`src/rtl/ntsc_smp_pkg.sv`:
```
`timescale 1ns/1ps
// Package: shared types of the NTSC field sampler.
// Assumes nothing beyond IEEE 1800-2017.
package ntsc_smp_pkg;

    // Phase of the per-line window sequence
    typedef enum logic [1:0] {
        LN_IDLE   = 2'd0,   // waiting for an accepted horizontal sync
        LN_DELAY  = 2'd1,   // counting the blanking delay after the sync
        LN_SAMPLE = 2'd2    // taking samples on the divided enable
    } line_phase_e;

endpackage

```
`src/rtl/ntsc_edge_det.sv`:
```
`timescale 1ns/1ps
// Module: ntsc_edge_det
// Flags a rising edge of a level input: the output is high in the cycle
// where the input is high and was low at the previous clock edge.
// Assumes the input is already synchronous to clk.
module ntsc_edge_det (
    input  logic clk,
    input  logic rst_n,
    input  logic lvl_i,
    output logic rise_o
);

    logic lvl_q;

    // Remember the level seen at the previous edge
    always_ff @(posedge clk) begin
        if (!rst_n) lvl_q <= 1'b0;
        else        lvl_q <= lvl_i;
    end

    // Rising edge: high now, low before
    always_comb rise_o = lvl_i & ~lvl_q;

endmodule

```
`src/rtl/ntsc_field_gate.sv`:
```
`timescale 1ns/1ps
// Module: ntsc_field_gate
// Owns the field-level state: the skip wait after vertical sync, the
// count of completed lines and the end-of-field pulse. A vertical sync
// edge always wins over a line completion in the same cycle.
// Assumes line_done_i is a single-cycle pulse per finished line.
module ntsc_field_gate #(
    parameter int SKIP_CYC  = 55562,
    parameter int NUM_LINES = 242,
    parameter int LN_W      = $clog2(NUM_LINES + 1)
) (
    input  logic            clk,
    input  logic            rst_n,
    input  logic            vs_rise_i,
    input  logic            line_done_i,
    output logic            accept_o,
    output logic            skipping_o,
    output logic [LN_W-1:0] ln_idx_o,
    output logic            done_o
);

    localparam int SK_W = (SKIP_CYC > 1) ? $clog2(SKIP_CYC) : 1;
    localparam logic [SK_W-1:0] SK_LAST   = SK_W'(SKIP_CYC - 1);
    localparam logic [LN_W-1:0] LN_LAST   = LN_W'(NUM_LINES - 1);
    localparam logic [LN_W-1:0] LN_LIMIT  = LN_W'(NUM_LINES);

    logic [SK_W-1:0] skip_cnt;
    logic            skipping;
    logic            armed;
    logic [LN_W-1:0] ln_cnt;
    logic            done_q;

    // Skip counter: restart on vertical sync, arm when the wait has elapsed
    always_ff @(posedge clk) begin
        if (!rst_n) begin
            skip_cnt <= '0;
            skipping <= 1'b0;
            armed    <= 1'b0;
        end else if (vs_rise_i) begin
            skip_cnt <= '0;
            skipping <= 1'b1;
            armed    <= 1'b0;
        end else if (skipping) begin
            if (skip_cnt == SK_LAST) begin
                skipping <= 1'b0;
                armed    <= 1'b1;
            end else begin
                skip_cnt <= skip_cnt + 1'b1;
            end
        end
    end

    // Line counter and field-done pulse
    always_ff @(posedge clk) begin
        if (!rst_n) begin
            ln_cnt <= '0;
            done_q <= 1'b0;
        end else if (vs_rise_i) begin
            ln_cnt <= '0;
            done_q <= 1'b0;
        end else begin
            done_q <= line_done_i && (ln_cnt == LN_LAST);
            if (line_done_i) ln_cnt <= ln_cnt + 1'b1;
        end
    end

    // New lines are welcome only when armed and the field is not full
    always_comb accept_o = armed && (ln_cnt < LN_LIMIT);

    assign skipping_o = skipping;
    assign ln_idx_o   = ln_cnt;
    assign done_o     = done_q;

    // while the skip wait runs, no line may be accepted
    a_r2_no_accept_in_skip: assert property (@(posedge clk) disable iff (!rst_n)
        skipping |-> !accept_o);

    // the line count never passes the field size
    a_r5_line_bound: assert property (@(posedge clk) disable iff (!rst_n)
        ln_cnt <= LN_LIMIT);

    // field-done lasts a single cycle
    a_r6_done_single: assert property (@(posedge clk) disable iff (!rst_n)
        done_q |=> !done_q);

endmodule

```
`src/rtl/ntsc_line_sampler.sv`:
```
`timescale 1ns/1ps
// Module: ntsc_line_sampler
// Generates the divided sample enable and runs the per-line window:
// a fixed delay after an accepted sync, then SAMPLES samples on the
// enable. The divider is re-phased at each line start so that its tick
// lands exactly LINE_DELAY cycles later.
// Assumes start_i is only raised while busy_o is low.
module ntsc_line_sampler
    import ntsc_smp_pkg::*;
#(
    parameter int LINE_DELAY = 470,
    parameter int SAMPLES    = 640,
    parameter int DIV        = 4,
    parameter int PX_W       = $clog2(SAMPLES)
) (
    input  logic            clk,
    input  logic            rst_n,
    input  logic            start_i,
    input  logic            abort_i,
    output logic            busy_o,
    output logic            smp_en_o,
    output logic            smp_valid_o,
    output logic [PX_W-1:0] px_o,
    output logic            line_end_o
);

    localparam int DV_W = (DIV > 1) ? $clog2(DIV) : 1;
    localparam int DL_W = (LINE_DELAY > 1) ? $clog2(LINE_DELAY) : 1;
    localparam logic [DV_W-1:0] DV_LAST = DV_W'(DIV - 1);
    localparam logic [DV_W-1:0] DV_ALIGN = DV_W'((DIV - (LINE_DELAY % DIV)) % DIV);
    localparam logic [DL_W-1:0] DL_LAST = DL_W'(LINE_DELAY - 1);
    localparam logic [PX_W-1:0] PX_LAST = PX_W'(SAMPLES - 1);

    line_phase_e     phase;
    logic [DV_W-1:0] div_cnt;
    logic [DL_W-1:0] dly_cnt;
    logic [PX_W-1:0] px_cnt;
    logic            tick;

    // The enable is the divider sitting at zero
    always_comb tick = (div_cnt == '0);

    // Free-running divider, re-phased at a line start
    always_ff @(posedge clk) begin
        if (!rst_n)                 div_cnt <= '0;
        else if (start_i)           div_cnt <= DV_ALIGN;
        else if (div_cnt == DV_LAST) div_cnt <= '0;
        else                        div_cnt <= div_cnt + 1'b1;
    end

    // Line window sequence: idle, delay, sample
    always_ff @(posedge clk) begin
        if (!rst_n) begin
            phase   <= LN_IDLE;
            dly_cnt <= '0;
            px_cnt  <= '0;
        end else if (abort_i) begin
            phase   <= LN_IDLE;
        end else begin
            unique case (phase)
                LN_IDLE: begin
                    if (start_i) begin
                        phase   <= LN_DELAY;
                        dly_cnt <= '0;
                    end
                end
                LN_DELAY: begin
                    if (dly_cnt == DL_LAST) begin
                        phase  <= LN_SAMPLE;
                        px_cnt <= '0;
                    end else begin
                        dly_cnt <= dly_cnt + 1'b1;
                    end
                end
                LN_SAMPLE: begin
                    if (tick) begin
                        if (px_cnt == PX_LAST) phase  <= LN_IDLE;
                        else                   px_cnt <= px_cnt + 1'b1;
                    end
                end
                default: phase <= LN_IDLE;
            endcase
        end
    end

    // Output decode
    always_comb begin
        busy_o      = (phase != LN_IDLE);
        smp_en_o    = tick;
        smp_valid_o = (phase == LN_SAMPLE) && tick;
        line_end_o  = (phase == LN_SAMPLE) && tick && (px_cnt == PX_LAST);
    end
    assign px_o = px_cnt;

    // a valid sample never carries an index outside the line
    a_r4_px_bound: assert property (@(posedge clk) disable iff (!rst_n)
        smp_valid_o |-> (px_o <= PX_LAST));

    // after a non-final sample the line is still open
    a_r4_line_continues: assert property (@(posedge clk) disable iff (!rst_n)
        (smp_valid_o && (px_o != PX_LAST) && !abort_i) |=> busy_o);

    // a line start is only given while idle
    a_r7_start_when_idle: assert property (@(posedge clk) disable iff (!rst_n)
        start_i |-> !busy_o);

endmodule

```
`src/rtl/ntsc_field_sampler.sv`:
```
`timescale 1ns/1ps
// Module: ntsc_field_sampler (top)
// Sampling timing generator for monochrome NTSC: skips the blanking
// lines after vertical sync, then opens a fixed delay and sample window
// after each accepted horizontal sync, and reports coordinates.
// Assumes sync inputs are clean, active-high and synchronous to clk.
module ntsc_field_sampler #(
    parameter int FIELD_SKIP = 55562,
    parameter int LINE_DELAY = 470,
    parameter int SAMPLES    = 640,
    parameter int LINES      = 242,
    parameter int DIV        = 4,
    parameter int PX_W       = $clog2(SAMPLES),
    parameter int LN_W       = $clog2(LINES + 1)
) (
    input  logic            clk,
    input  logic            rst_n,
    input  logic            vsync_i,
    input  logic            hsync_i,
    input  logic            field_odd_i,
    output logic            smp_en_o,
    output logic            smp_valid_o,
    output logic [PX_W-1:0] px_idx_o,
    output logic [LN_W-1:0] ln_idx_o,
    output logic            field_done_o,
    output logic            field_odd_o
);

    localparam logic [PX_W-1:0] PX_LAST = PX_W'(SAMPLES - 1);
    localparam logic [LN_W-1:0] LN_LAST = LN_W'(LINES - 1);

    logic vs_rise, hs_rise;
    logic accept, skipping, busy, line_end, line_start;
    logic odd_q;

    ntsc_edge_det i_vs_edge (.clk(clk), .rst_n(rst_n), .lvl_i(vsync_i), .rise_o(vs_rise));
    ntsc_edge_det i_hs_edge (.clk(clk), .rst_n(rst_n), .lvl_i(hsync_i), .rise_o(hs_rise));

    ntsc_field_gate #(
        .SKIP_CYC (FIELD_SKIP),
        .NUM_LINES(LINES),
        .LN_W     (LN_W)
    ) i_gate (
        .clk        (clk),
        .rst_n      (rst_n),
        .vs_rise_i  (vs_rise),
        .line_done_i(line_end),
        .accept_o   (accept),
        .skipping_o (skipping),
        .ln_idx_o   (ln_idx_o),
        .done_o     (field_done_o)
    );

    // A line starts on a sync edge when armed, idle and not pre-empted
    always_comb line_start = hs_rise && accept && !busy && !vs_rise;

    ntsc_line_sampler #(
        .LINE_DELAY(LINE_DELAY),
        .SAMPLES   (SAMPLES),
        .DIV       (DIV),
        .PX_W      (PX_W)
    ) i_line (
        .clk        (clk),
        .rst_n      (rst_n),
        .start_i    (line_start),
        .abort_i    (vs_rise),
        .busy_o     (busy),
        .smp_en_o   (smp_en_o),
        .smp_valid_o(smp_valid_o),
        .px_o       (px_idx_o),
        .line_end_o (line_end)
    );

    // Field parity captured at each vertical sync edge
    always_ff @(posedge clk) begin
        if (!rst_n)       odd_q <= 1'b0;
        else if (vs_rise) odd_q <= field_odd_i;
    end
    assign field_odd_o = odd_q;

    // field-done follows the last sample of the last line
    a_r6_done_after_last: assert property (@(posedge clk) disable iff (!rst_n)
        field_done_o |-> ($past(smp_valid_o) && ($past(px_idx_o) == PX_LAST)
                          && ($past(ln_idx_o) == LN_LAST)));

    // parity changes only through a vertical sync edge
    a_r9_parity_hold: assert property (@(posedge clk) disable iff (!rst_n)
        !vs_rise |=> $stable(field_odd_o));

    // no sample is valid while the field skip runs
    a_r2_quiet_in_skip: assert property (@(posedge clk) disable iff (!rst_n)
        skipping |-> !smp_valid_o);

    // a vertical sync edge closes any open line
    a_r8_abort_line: assert property (@(posedge clk) disable iff (!rst_n)
        vs_rise |=> !smp_valid_o);

endmodule

```
`config.mk`:
```
export PLATFORM = sky130hd
export DESIGN_NAME = ntsc_field_sampler
export DESIGN_NICKNAME = d
export VERILOG_FILES = /design/src/rtl/ntsc_smp_pkg.sv /design/src/rtl/ntsc_edge_det.sv /design/src/rtl/ntsc_field_gate.sv /design/src/rtl/ntsc_line_sampler.sv /design/src/rtl/ntsc_field_sampler.sv
export SDC_FILE = /design/constraint.sdc
export NUM_CORES = 1
export LEC_CHECK = 0
export BUFFER_PORTS_ARGS = -buffer_cell sky130_fd_sc_hd__clkbuf_2
export CELL_PAD_IN_SITES_DETAIL_PLACEMENT = 0
export CELL_PAD_IN_SITES_GLOBAL_PLACEMENT = 1
export CORE_MARGIN = 4
export CORE_UTILIZATION = 45
export CTS_CLUSTER_DIAMETER = 200
export CTS_CLUSTER_SIZE = 8
export DETAILED_ROUTE_END_ITERATION = 8
export PLACE_DENSITY = 0.85
export SYNTH_ARGS = -nofsm -noshare
export SYNTH_HDL_FRONTEND = slang
export SYNTH_HIERARCHICAL = 1
export SYNTH_SLANG_ARGS = --single-unit
```
`constraint.sdc`:
```
create_clock -name clk -period 5.1 [get_ports clk]
set_clock_uncertainty 0.1 [all_clocks]
set_input_delay 0.51 -clock clk [delete_from_list [all_inputs] [get_ports clk]]
set_output_delay 0.51 -clock clk [all_outputs]
set_load 0.01 [all_outputs]
```
==> reports/summary.txt <==
Worst hold path startpoint -> hsync_i
Cells after synthesis -> 304
Clock Path Buffers -> 2
Height of the chip -> 84.7 um
GR Util met1 -> 20.6%
Clock Latency Late Sink -> 0.31 ns
Nets -> 344
CTS Buf Count -> 5
WL per Instance -> 13.2 um
Post-Syn Area -> 2650 um^2
CP max stage delay -> 0.53 ns
Setup violations, final -> 0
Routed WL -> 5340 um
Yosys warning count -> 6
# Post-CTS Setup Buffers -> 0
Vias in the first global route -> 2,070
WS Path Type -> reg -> reg
GPL Wtd Cong -> 0.793
HPWL after detailed placement -> 3740 um
I/O Buffers -> 26
Layout cells sized above 1 -> 14.2%
Final max-slew violation count -> 0
Vias per cell -> 5.54
Fmax -> 0.420 GHz
Final Non-Filler Cells -> 403
Crit path from -> i_line/phase[1]$_SDFFE_PP0P_
Worst VDD drop -> 183 uV
Area growth from synthesis to layout -> 10.9%
Cells after DPL -> 395
Worst EP arrival -> 2.51 ns
# H-tree levels -> 2
LEAKAGE -> 1.05 nW
Data required time of the critical path -> 5.23 ns
Hold/Removal Path Class -> in -> reg
Flops & latches, synth -> 53
Max-cap viol count -> 0
Initial Utilization -> 47.3%
GRT overflow -> 0
WP buf/inv -> 0
Setup TNS Final -> 0 ns
Syn nets -> 318
Die area -> 7180 um^2
CP max FO -> 15
Top_reg_cell synth -> dfxtp_1
Remaining antenna violation count after routing -> 0
CTS-repair resized insts -> 0
Grt met3 use -> 3.83%
Pwr dens -> 238 nW/um^2
Drt pass-1 iters -> 4
IO Pins -> 27
Drt drc -> 0
Async SR Flop Fraction -> 0%
Worst-Margin Slew -> 0.781 ns
Fin crit share -> 46.7%
Largest net degree at the start of global routing -> 28
# fillers -> 574
# diodes -> 0
Crit path max-delay family -> simple AND/OR/NAND/NOR gates
RSZ-0062 raised after global routing -> false
Met2 usage -> 25.9%
First-pass GRT wire length -> 9520 um
FP Rows -> 27
CP Launch Type -> flop
Sequential fraction of the synthesis area -> 40.0%
Tot Pwr -> 0.698 mW
Final Critical Period -> 2.38 ns
Distinct cells, synth -> 54
Global-route usage over all layers -> 15.7%
Hold Fails Final Rpt -> 0
Crit end category -> flop
Worst-path clk slew -> 0.10 ns
# hold bufs at CTS -> 0
Chip width -> 84.7 um
CP max-delay cell -> or4b_1
CTS tree -> yes
Max-Slew Margin vs Limit -> 47.7%
Avg Cell Area, Syn -> 8.72 um^2
Clock root buffer -> clkbuf_8
Worst r2r src -> i_line/phase[1]$_SDFFE_PP0P_
Top Usage Layer GRT -> met2
Core area -> 5610 um^2
Status -> finished, final reports clean
Crit-path cells -> or2_2 > and4bb_2 > nor2_1 > a311o_1 > or4b_1 > a21oi_1
Vias -> 2,232
EDFF count, synth -> 0
Initial antenna violation count -> 0
Initial DRC count -> 57
Clock sink count -> 53
## layout make-up
cell class / count / area [um^2] / share of cell area, %
clock buffers: 5 / 68.8 / 2.34
clock inverters: 3 / 22.5 / 0.767
inverters: 11 / 41.3 / 1.41
multi-input cells: 232 / 1520 / 51.6
flip-flops and latches: 53 / 1060 / 36.1
well taps: 72 / 90.1 / 3.07
repair buffers: 27 / 138 / 4.68
## kinds of logic (layout without fill, tap and decap cells)
group           Yosys count  after routing  share of synthesized area (%)
buf+inv                  19             46                           2.74
mux                       4              4                           1.56
fa+ha+maj                 9              9                           4.25
xor+xnor                 16             16                           5.29
compound gates           64             64                           15.3
simple gates            139            139                           30.8
flops                    53             53                           40.0
## Yosys cell counts (2+ instances only)
cell,n,area share [%]
dfxtp_1,53,40
nor2_1,32,4.5
nand2_1,20,2.8
o21ai_0,19,3.6
a21oi_1,18,3.4
inv_1,11,1.6
nand3_1,11,2.1
ha_1,9,4.2
xnor2_1,9,3.0
and3_1,8,1.9
nand4_1,8,1.9
nor3_1,8,1.5
or3_1,8,1.9
clkbuf_1,7,0.99
xor2_1,7,2.3
a211oi_1,6,1.7
and2_1,6,1.4
nor4_1,6,1.4
a31oi_1,5,1.2
nor2b_1,4,0.94
mux2i_1,3,1.1
nand2b_1,3,0.71
nand4bb_1,3,1.3
o211ai_1,3,0.85
a21boi_0,2,0.57
a41oi_1,2,0.66
and4_1,2,0.66
nor2b_4,2,1.0
nor3b_1,2,0.57
nor4b_1,2,0.66
o21a_1,2,0.57
## layer usage
metal	vias up	share of wire (%)
met5	-	0
met4	0	0.45
met3	2	2.4
met2	23	47
met1	1051	50
li1	1156	-
## placed cells by master (no fill, tap or decap), drive strengths merged, types with 2 or more instances in the layout
cell     count
dfxtp       53
nor2        32
clkbuf      31
nand2       20
o21ai       19
a21oi       18
nand3       13
inv         11
xnor2        9
ha           9
or3          9
nand4        9
and3         8
nor3         8
xor2         7
a211oi       7
nor4         6
and2         6
nor2b        6
a31oi        5
mux2i        3
nand2b       3
nand4bb      3
o211ai       3
clkinv       3
o21a         2
and4         2
nor4b        2
nor3b        2
a21boi       2
a41oi        2
or4b         2
or2          2
and4b        2
## state kept, by name (all words and copies together) (netlist names)
| register | flops |
|---|---|
| i_gate/skip_cnt | 16 |
| field_odd_o | 1 |
| i_line/div_cnt | 2 |
| i_line/phase | 2 |
| i_gate/done_o | 1 |
| i_vs_edge/lvl_q | 1 |
| i_hs_edge/lvl_q | 1 |
| i_gate/armed | 1 |
| i_gate/skipping_o | 1 |
| i_gate/ln_idx_o | 8 |
| i_line/dly_cnt | 9 |
| i_line/px_o | 10 |
## final timing paths
| path | cells after the start | slack, ns | endpoint |
|---|---|---|---|
| min reg2reg | 1 | 0.37 | i_line/div_cnt[0]$_SDFF_PP0_ |
| min | 2 | 0.32 | i_hs_edge/lvl_q$_SDFF_PN0_ |
| max | 6 | 2.72 | i_line/dly_cnt[6]$_SDFFE_PN0P_ |
| max reg2reg | 6 | 2.72 | i_line/dly_cnt[6]$_SDFFE_PN0P_ |
## stage by stage
step / area [um^2] / setup WS (ns) / hold WS, ns / util, %
6_report: 2940 / 2.72 / 0.319 / 52.4
5_1_grt: 2940 / 2.56 / 0.311 / 52.4
3_3_place_gp: 2850 / 2.73 / 0.355 / 50.8
2_1_floorplan: 2650 / 2.94 / 0.328 / -
3_5_place_dp: 2850 / 2.68 / 0.356 / 50.8
4_1_cts: 2940 / 2.73 / 0.307 / 52.4
## where the power goes
group	leakage [nW]	internal, mW	switching [mW]
Clock	0.0481	0.0978	0.144
Combinational	0.577	0.0131	0.0194
Sequential	0.428	0.418	0.00464
Total	1.05	0.529	0.168
(Power assumes the default switching activity.)
